[src/rtl/mrx_pkg.sv]
package mrx_pkg;

  typedef enum logic {
    ST_HUNT    = 1'b0,
    ST_CARRIER = 1'b1
  } mrx_state_e;

  typedef enum logic {
    LINK_PAIR = 1'b0,
    LINK_UNIT = 1'b1
  } mrx_link_e;

  typedef struct packed {
    logic anchor;   // transition accepted as mid-cell
    logic restart;  // early transition re-anchored while hunting
    logic timeout;  // quiet limit reached
    logic bit_val;  // direction of anchoring transition
  } mrx_evt_t;

endpackage

[src/rtl/mrx_edge_det.sv]
module mrx_edge_det (
  input  logic clk_i,
  input  logic rst_ni,
  input  logic line_i,
  output logic edge_o,
  output logic rise_o
);

  logic line_q;

  always_ff @(posedge clk_i or negedge rst_ni) begin
    if (!rst_ni) line_q <= 1'b0;
    else         line_q <= line_i;
  end

  assign edge_o = line_i ^ line_q;
  assign rise_o = line_i & ~line_q;

endmodule

[src/rtl/mrx_bit_timer.sv]
module mrx_bit_timer
  import mrx_pkg::*;
#(
  parameter int unsigned CELL_SAMPLES = 8,
  parameter int unsigned QUIET_LIMIT  = 14
) (
  input  logic     clk_i,
  input  logic     rst_ni,
  input  logic     edge_i,
  input  logic     rise_i,
  input  logic     resync_en_i,
  output mrx_evt_t evt_o
);

  localparam int unsigned MID_MIN = (CELL_SAMPLES * 3) / 4;
  localparam int unsigned PH_TOP  = 2 * CELL_SAMPLES;
  localparam int unsigned PW      = $clog2(PH_TOP + 1);
  localparam int unsigned QW      = $clog2(QUIET_LIMIT + 1);
  localparam logic [PW-1:0] EARLY_LIM = PW'(MID_MIN - 1);
  localparam logic [PW-1:0] PH_MAX    = PW'(PH_TOP);
  localparam logic [QW-1:0] Q_LIM     = QW'(QUIET_LIMIT - 1);

  logic          track_q;
  logic [PW-1:0] phase_q;
  logic [QW-1:0] quiet_q;
  logic          early;
  logic          anchor;
  logic          timeout;

  assign early   = phase_q < EARLY_LIM;
  assign anchor  = edge_i & (~track_q | ~early | resync_en_i);
  assign timeout = track_q & ~edge_i & (quiet_q == Q_LIM);

  assign evt_o.anchor  = anchor;
  assign evt_o.restart = anchor & track_q & early;
  assign evt_o.timeout = timeout;
  assign evt_o.bit_val = rise_i;

  always_ff @(posedge clk_i or negedge rst_ni) begin
    if (!rst_ni) begin
      track_q <= 1'b0;
      phase_q <= '0;
      quiet_q <= '0;
    end else begin
      if (anchor)       track_q <= 1'b1;
      else if (timeout) track_q <= 1'b0;

      if (anchor)                phase_q <= '0;
      else if (phase_q != PH_MAX) phase_q <= phase_q + 1'b1;

      if (edge_i || timeout)             quiet_q <= '0;
      else if (track_q && quiet_q != Q_LIM) quiet_q <= quiet_q + 1'b1;
    end
  end


  quiet_release_chk: assert property (@(posedge clk_i) disable iff (!rst_ni)
    $fell(track_q) |-> $past(quiet_q) == Q_LIM);

endmodule

[src/rtl/mrx_carrier_fsm.sv]
module mrx_carrier_fsm
  import mrx_pkg::*;
#(
  parameter int unsigned PAIR_QUAL = 4
) (
  input  logic     clk_i,
  input  logic     rst_ni,
  input  logic     mode_i,
  input  mrx_evt_t evt_i,
  output logic     crs_o,
  output logic     data_o,
  output logic     strobe_o,
  output logic     resync_en_o
);

  localparam int unsigned HW = (PAIR_QUAL < 2) ? 2 : PAIR_QUAL;
  localparam int unsigned CW = $clog2(HW + 1);
  localparam logic [CW-1:0] CNT_TOP = CW'(HW);

  mrx_state_e    state_q;
  logic [HW-1:0] hist_q, hist_n;
  logic [CW-1:0] cnt_q, cnt_n, need;
  logic [HW-2:0] alt;
  logic          alt_ok;
  logic          qualified;
  logic          strobe_q, data_q;

  assign hist_n = {hist_q[HW-2:0], evt_i.bit_val};

  for (genvar i = 0; i < HW - 1; i++) begin : g_alt
    assign alt[i] = hist_n[i] ^ hist_n[i+1];
  end
  assign alt_ok = &alt;

  assign need  = (mode_i == LINK_UNIT) ? CW'(1) : CNT_TOP;
  assign cnt_n = evt_i.restart     ? CW'(1) :
                 (cnt_q == CNT_TOP) ? cnt_q : cnt_q + 1'b1;
  assign qualified = evt_i.anchor && (cnt_n >= need) &&
                     ((mode_i == LINK_UNIT) || alt_ok);

  always_ff @(posedge clk_i or negedge rst_ni) begin
    if (!rst_ni) begin
      state_q  <= ST_HUNT;
      hist_q   <= '0;
      cnt_q    <= '0;
      strobe_q <= 1'b0;
      data_q   <= 1'b0;
    end else begin
      strobe_q <= 1'b0;
      case (state_q)
        ST_HUNT: begin
          if (evt_i.timeout) begin
            cnt_q <= '0;
          end else if (evt_i.anchor) begin
            if (qualified) begin
              state_q <= ST_CARRIER;
              cnt_q   <= '0;
            end else begin
              cnt_q  <= cnt_n;
              hist_q <= hist_n;
            end
          end
        end
        ST_CARRIER: begin
          if (evt_i.timeout) begin
            state_q <= ST_HUNT;
          end else if (evt_i.anchor) begin
            strobe_q <= 1'b1;
            data_q   <= evt_i.bit_val;
          end
        end
      endcase
    end
  end

  assign crs_o       = (state_q == ST_CARRIER);
  assign resync_en_o = (state_q == ST_HUNT);
  assign strobe_o    = strobe_q;
  assign data_o      = data_q;


  strobe_needs_crs_chk: assert property (@(posedge clk_i) disable iff (!rst_ni)
    strobe_o |-> crs_o);

  no_strobe_on_rise_chk: assert property (@(posedge clk_i) disable iff (!rst_ni)
    $rose(crs_o) |-> !strobe_o);

  rise_on_bit_chk: assert property (@(posedge clk_i) disable iff (!rst_ni)
    $rose(crs_o) |-> $past(evt_i.anchor));

  fall_on_quiet_chk: assert property (@(posedge clk_i) disable iff (!rst_ni)
    $fell(crs_o) |-> $past(evt_i.timeout));

endmodule

[src/rtl/mrx_carrier_rx.sv]
module mrx_carrier_rx
  import mrx_pkg::*;
#(
  parameter int unsigned CELL_SAMPLES = 8,
  parameter int unsigned QUIET_LIMIT  = 14,
  parameter int unsigned PAIR_QUAL    = 4
) (
  input  logic clk_i,
  input  logic rst_ni,
  input  logic line_i,
  input  logic mode_i,
  output logic crs_o,
  output logic data_o,
  output logic strobe_o,
  output logic status_o
);

  logic     edge_w, rise_w, resync_w;
  mrx_evt_t evt_w;

  mrx_edge_det u_edge (
    .clk_i  (clk_i),
    .rst_ni (rst_ni),
    .line_i (line_i),
    .edge_o (edge_w),
    .rise_o (rise_w)
  );

  mrx_bit_timer #(
    .CELL_SAMPLES (CELL_SAMPLES),
    .QUIET_LIMIT  (QUIET_LIMIT)
  ) u_timer (
    .clk_i       (clk_i),
    .rst_ni      (rst_ni),
    .edge_i      (edge_w),
    .rise_i      (rise_w),
    .resync_en_i (resync_w),
    .evt_o       (evt_w)
  );

  mrx_carrier_fsm #(
    .PAIR_QUAL (PAIR_QUAL)
  ) u_fsm (
    .clk_i       (clk_i),
    .rst_ni      (rst_ni),
    .mode_i      (mode_i),
    .evt_i       (evt_w),
    .crs_o       (crs_o),
    .data_o      (data_o),
    .strobe_o    (strobe_o),
    .resync_en_o (resync_w)
  );

  assign status_o = crs_o;


  status_mirror_chk: assert property (@(posedge clk_i) disable iff (!rst_ni)
    status_o == crs_o);

endmodule

[config.mk]
export PLATFORM = sky130hd
export DESIGN_NAME = mrx_carrier_rx
export DESIGN_NICKNAME = d
export VERILOG_FILES = /design/src/rtl/mrx_pkg.sv /design/src/rtl/mrx_edge_det.sv /design/src/rtl/mrx_bit_timer.sv /design/src/rtl/mrx_carrier_fsm.sv /design/src/rtl/mrx_carrier_rx.sv
export SDC_FILE = /design/constraint.sdc
export NUM_CORES = 1
export LEC_CHECK = 0
export BUFFER_PORTS_ARGS = -buffer_cell sky130_fd_sc_hd__buf_2
export CAP_MARGIN = 20
export CORE_ASPECT_RATIO = 0.5
export CORE_UTILIZATION = 35
export CTS_CLUSTER_DIAMETER = 80
export CTS_CLUSTER_SIZE = 20
export DETAILED_ROUTE_END_ITERATION = 8
export HOLD_SLACK_MARGIN = 0.12
export SLEW_MARGIN = 15
export SYNTH_ARGS = -nofsm -noshare
export SYNTH_HDL_FRONTEND = slang
export SYNTH_SLANG_ARGS = --single-unit
[constraint.sdc]
create_clock -name clk_i -period 3.64 [get_ports clk_i]
set_input_delay 0.728 -clock clk_i [delete_from_list [all_inputs] [get_ports clk_i]]
set_output_delay 0.728 -clock clk_i [all_outputs]
set_load 0.01 [all_outputs]
Word level (Yosys, flattened, before mapping) --
Cells that the tools add are included.
Storage, ports and cells: bits in registers 20, input bits 4, output and inout bits 4, logic and storage cells 69
Operators by class: add/subtract/negate cells 3, $lt $le $gt $ge 2, eq/ne operators 4, multiplexer cells 20, bitwise gates (word level) 19, reduce and logical (&&, ||, !) cells 12
Operator list (number):
- 3-bit two-way mux | 6
- 5-bit two-way mux | 2
- 1-bit two-way mux | 9
- 4-bit two-way mux | 2
- 1-bit NOT | 7
- 1-bit bitwise AND | 6
- 3-bit AND reduction | 2
- 2-bit nonzero test | 3
- 5-bit by 1-bit adder with 5-bit output (second input constant) | 1
- 5-bit by 3-bit < comparator with 1-bit output (second input constant) | 1
- 5-bit != test (second input constant) | 1
- 4-bit by 1-bit adder with 4-bit output (second input constant) | 1
- 4-bit equality test (second input constant) | 1
- 4-bit != test (second input constant) | 1
- 4-bit AND reduction | 1
- 1-bit bitwise XOR | 4
- 3-bit by 1-bit adder with 3-bit output (second input constant) | 1
- 3-bit equality test (second input constant) | 1
- 3-bit >= comparator | 1
- 1-bit logical AND | 3
- 1-bit logical OR | 2
- 1-bit OR | 2
- 1-bit one-hot mux with 2 select lines | 1
- 2-bit AND reduction | 1

Depth between registers and ports, before layout --
depth after elaboration 15, gate-level depth with buffers 11

Cells and area by module --
Synthesis repeated with hierarchy kept, for this count alone.
Second synthesis, totals: cells, all modules 117, area total of the unflattened synthesis 1183.6 sq um
Modules (own cells, without submodules):
- mrx_bit_timer | times used 1, cells an instance 62, area each 613.1 sq um
- mrx_carrier_fsm | times used 1, cells an instance 50, area each 518.0 sq um
- mrx_edge_det | times used 1, cells an instance 4, area each 45.0 sq um
- mrx_carrier_rx | times used 1, cells an instance 1, area each 7.5 sq um

Worst setup path after synthesis --
No wires, ideal clock.
kind input -> register, start point in line_i, end point reg u_fsm.hist_q[0], data arrival time 2.589 ns, required time 3.512 ns, path slack 0.924 ns, stages 10, cell sequence ha_1 -> buf_2 -> nor2_1 -> and4_1 -> nor2_1 -> ha_1 -> nor2b_1 -> o21ai_1 -> a31oi_4 -> mux2_1
Between the ends: longest elaborated chain between the ends 10
RTL lines:
- from (decl) | RTL line mrx_carrier_rx.sv:10 | input logic line_i,
- 1-bit bitwise XOR | RTL line mrx_edge_det.sv:16 | assign edge_o = line_i ^ line_q;
- 1-bit bitwise AND | RTL line mrx_bit_timer.sv:31 | assign anchor = edge_i & (~track_q | ~early | resync_en_i);
- 1-bit bitwise AND (2 in a row) | RTL line mrx_bit_timer.sv:35 | assign evt_o.restart = anchor & track_q & early;
- 3-bit two-way mux | RTL line mrx_carrier_fsm.sv:36 | assign cnt_n = evt_i.restart ? CW'(1) :
- 3-bit >= comparator | RTL line mrx_carrier_fsm.sv:38 | assign qualified = evt_i.anchor && (cnt_n >= need) &&
- 1-bit logical AND (2 in a row) | RTL line mrx_carrier_fsm.sv:38
- 1-bit NOT (no source line)
- 4-bit AND reduction (no source line)
- to (signal assigned) | RTL line mrx_carrier_fsm.sv:60 | hist_q <= hist_n;
- to (decl) | RTL line mrx_carrier_fsm.sv:21 | logic [HW-1:0] hist_q, hist_n;
Several ways; a longest one is shown, not always the timed one. A chain may end at the register's enable or synchronous reset.

Worst setup path in the final report --
Ends and elaborated chain as after synthesis.

==> flow_summary.ini <==
[clocking]
cts_sinks = 20
ctsResizeCount = 0
clk_path_buf_depth = 2
cts_tree = done
cts_made_buffers = 3
clk_latency_ns = 0.26
clkSlewWorstSetupHoldPaths_ns = 0.07
cts_root_buffer = clkbuf_8
hold_buffers = 0
postCtsSetupBuffers = 0
h-tree-depth = 1

[synthesis]
ys_seq_area_frac = 0.443
yosysTopAreaCell = dfrtp_1
yosysWarnings = 0
synth_edf_count = 0
synth.distinct_cells = 33
synth_compound_area_frac = 0.152
syn-instance-count = 109
syn_nets = 122
synthMuxAreaShare = 0.0576
yosysTopAreaCellShare = 0.443
netlist_area_um2 = 1130
avgSynthCellArea_um2 = 10.4
synth_area_leaders = dfrtp_1 44%, ha_1 10%, mux2_1 4.0%, nor2_1 3.7%, o21ai_1 2.7%
yosys_most_used_dff = dfrtp_1
synthSimpleGateAreaFrac = 0.174
async_reset_ff_frac = 1.00
synth_top_family_by_area = simple AND/OR/NAND/NOR gates
ys_ff_latch = 20
synth_xor_area_frac = 0.0388
synth_fa_ha_area_frac = 0.0998

[sta]
drv_slew = 0
hold_violations = 0
setup_viol = 0
finalSetupTns_ns = 0
max_freq_mhz = 360
rsz0062_at_grt = no
worstMarginPinSlew_ns = 0.493
relSlewSlack = 0.672
fin_crit_sh = 0.763
fin_skew_ns = 0.00259
fin_crit_ns = 2.78

[detailed_routing]
ant_nets = 0
drc_errors = 0
via_per_inst = 4.99
wl_per_cell_um = 12.5
dr.pass1.iters = 4
drtIter0Drc = 28
drt-total-wl_um = 1980
route.vias.total = 788

[worst_setup_path]
required_ns = 3.78
timing.critical_path.cells = buf_2 > ha_1 > nor2_1 > and4_1 > nor2_1 > ha_1 > nor2b_1 > o21ai_1 > a31oi_4 > mux2_1
cp_top_family = adder cells
slowest_delay_ns = 0.41
worst-path-buf-inv = 1
end_kind = register
path_class = input pin to register
critPathMaxFanout = 10
critPathSlowestCell = ha_1
worstPathArrival_ns = 2.92
crit_path_start_kind = input pin

[layout]
syn_to_final_growth_pct = 11.3
layout_common_cells = 20 x dfrtp_1, 11 x nor2_1, 9 x ha_1
layout-drive-gt1-share = 0.127
fillCellCount = 309
stdcell_count = 158
nets = 132
finish.utilization = 0.415
layout_commonest_cell = dfrtp_1
num_antenna_cells = 0

[die]
ios = 8
num_rows = 14
die-area_um2 = 3470
initial_core_util = 0.372
die_w_um = 82.3
die_h_um = 42.2
core_area_um2 = 3030

[status]
status = finished, final reports clean

[power]
p_int_w = 0.000524
clkPwrFrac = 0.204
p_comb_frac = 0.365
p_sw_w = 0.000293
swShare = 0.359
p_leak_nw = 0.578
p_per_area_nw_per_um2 = 650
ir_drop_mv = 0.239
seqPwrFrac = 0.431

[place]
gp_congestion = 0.776
port_buffers = 7
place_inst = 154
hpwl_um = 1510

[run]
maxCapViolCount = 0

[min_path]
hp-class = input pin to asynchronous set/reset pin

[grt]
first_global_vias = 766
grt_max_degree = 21
grt_pass1_wl_um = 3500
track_usage = 0.138
antenna_found_initial = 0
grt_overflow = 0
[cell type report]
type | count | area, um2 | area share
clock buffers | 4 | 55.1 | 0.0438
inverters | 7 | 26.3 | 0.0209
multi-input cells | 80 | 589 | 0.469
flip-flops and latches | 20 | 500 | 0.398
well taps | 40 | 50.0 | 0.0398
repair buffers | 7 | 35.0 | 0.0279
[kinds of logic (layout without fill, tap and decap cells)]
logic type / count (synthesis) / after routing
simple gates: 36 / 36
compound gates: 24 / 24
flops: 20 / 20
xor+xnor: 5 / 5
fa+ha+maj: 9 / 9
mux: 6 / 6
buf+inv: 9 / 18
[per-stage QoR]
step | setup slack [ns] | power [W] | instance area, um2 | hold WS [ns]
floorplan | 0.924 | 0.000580 | 1130 | 0.432
global placement | 0.691 | 0.000652 | 1200 | 0.476
detailed placement | 0.578 | 0.000659 | 1200 | 0.475
CTS | 0.838 | 0.000828 | 1260 | 0.420
global route | 0.698 | 0.000888 | 1260 | 0.438
finish | 0.864 | 0.000817 | 1260 | 0.408
[state kept, by name, summed over array words and instances (netlist names)]
name             flops
u_fsm.strobe_o       1
u_timer.track_q      1
u_timer.phase_q      5
u_timer.quiet_q      4
u_fsm.crs_o          1
u_fsm.hist_q         3
u_fsm.cnt_q          3
u_fsm.data_o         1
u_edge.line_q        1
[path summary, 6_finish.rpt]
kind / to / slack [ns] / cells after the start / startpoint
setup / recovery: u_fsm.hist_q[0]$_DFFE_PN0P_ / 0.86 / 10 / line_i
hold / removal: u_timer.phase_q[3]$_DFFE_PN0P_ / 0.41 / 1 / rst_ni
setup reg to reg: u_fsm.hist_q[0]$_DFFE_PN0P_ / 1.10 / 10 / u_edge.line_q$_DFF_PN0_
hold reg to reg: u_fsm.data_o$_DFFE_PN0P_ / 0.49 / 1 / u_fsm.data_o$_DFFE_PN0P_
max in group asynchronous: u_fsm.crs_o$_DFF_PN0_ / 2.93 / 1 / rst_ni
min in group clk_i: u_fsm.data_o$_DFFE_PN0P_ / 0.49 / 1 / u_fsm.data_o$_DFFE_PN0P_
[Yosys cell counts (all sizes together), types with 2 or more instances]
cell type	instances
nand4	2
nor4bb	2
mux2	4
inv	7
ha	9
nand3	2
nor2	11
and2	3
buf	2
a311oi	2
nand2	7
dfrtp	20
xor2	2
o21ai	8
a22o	2
a211o	2
nor3	2
mux2i	2
a21oi	5
nor2b	3
xnor2	3
[metal layers]
metal | GRT usage | vias to the layer above | share of wire | routed length, um
met5 | 0 | - | 0 | 0
met4 | 0.0526 | 0 | 0.016 | 32
met3 | 0.0457 | 5 | 0.030 | 59
met2 | 0.217 | 13 | 0.44 | 878
met1 | 0.177 | 366 | 0.51 | 1010
li1 | - | 404 | - | -
[power by group through the flow]
stage / clock network (W) / registers [W] / logic (W)
floorplan: 0 / 0.000346 / 0.000234
global route: 0.000183 / 0.000366 / 0.000339
CTS: 0.000170 / 0.000355 / 0.000303
global placement: 0 / 0.000358 / 0.000294
finish: 0.000167 / 0.000352 / 0.000298
detailed placement: 0 / 0.000359 / 0.000301
Note: power is estimated with default switching activity, not from simulation.
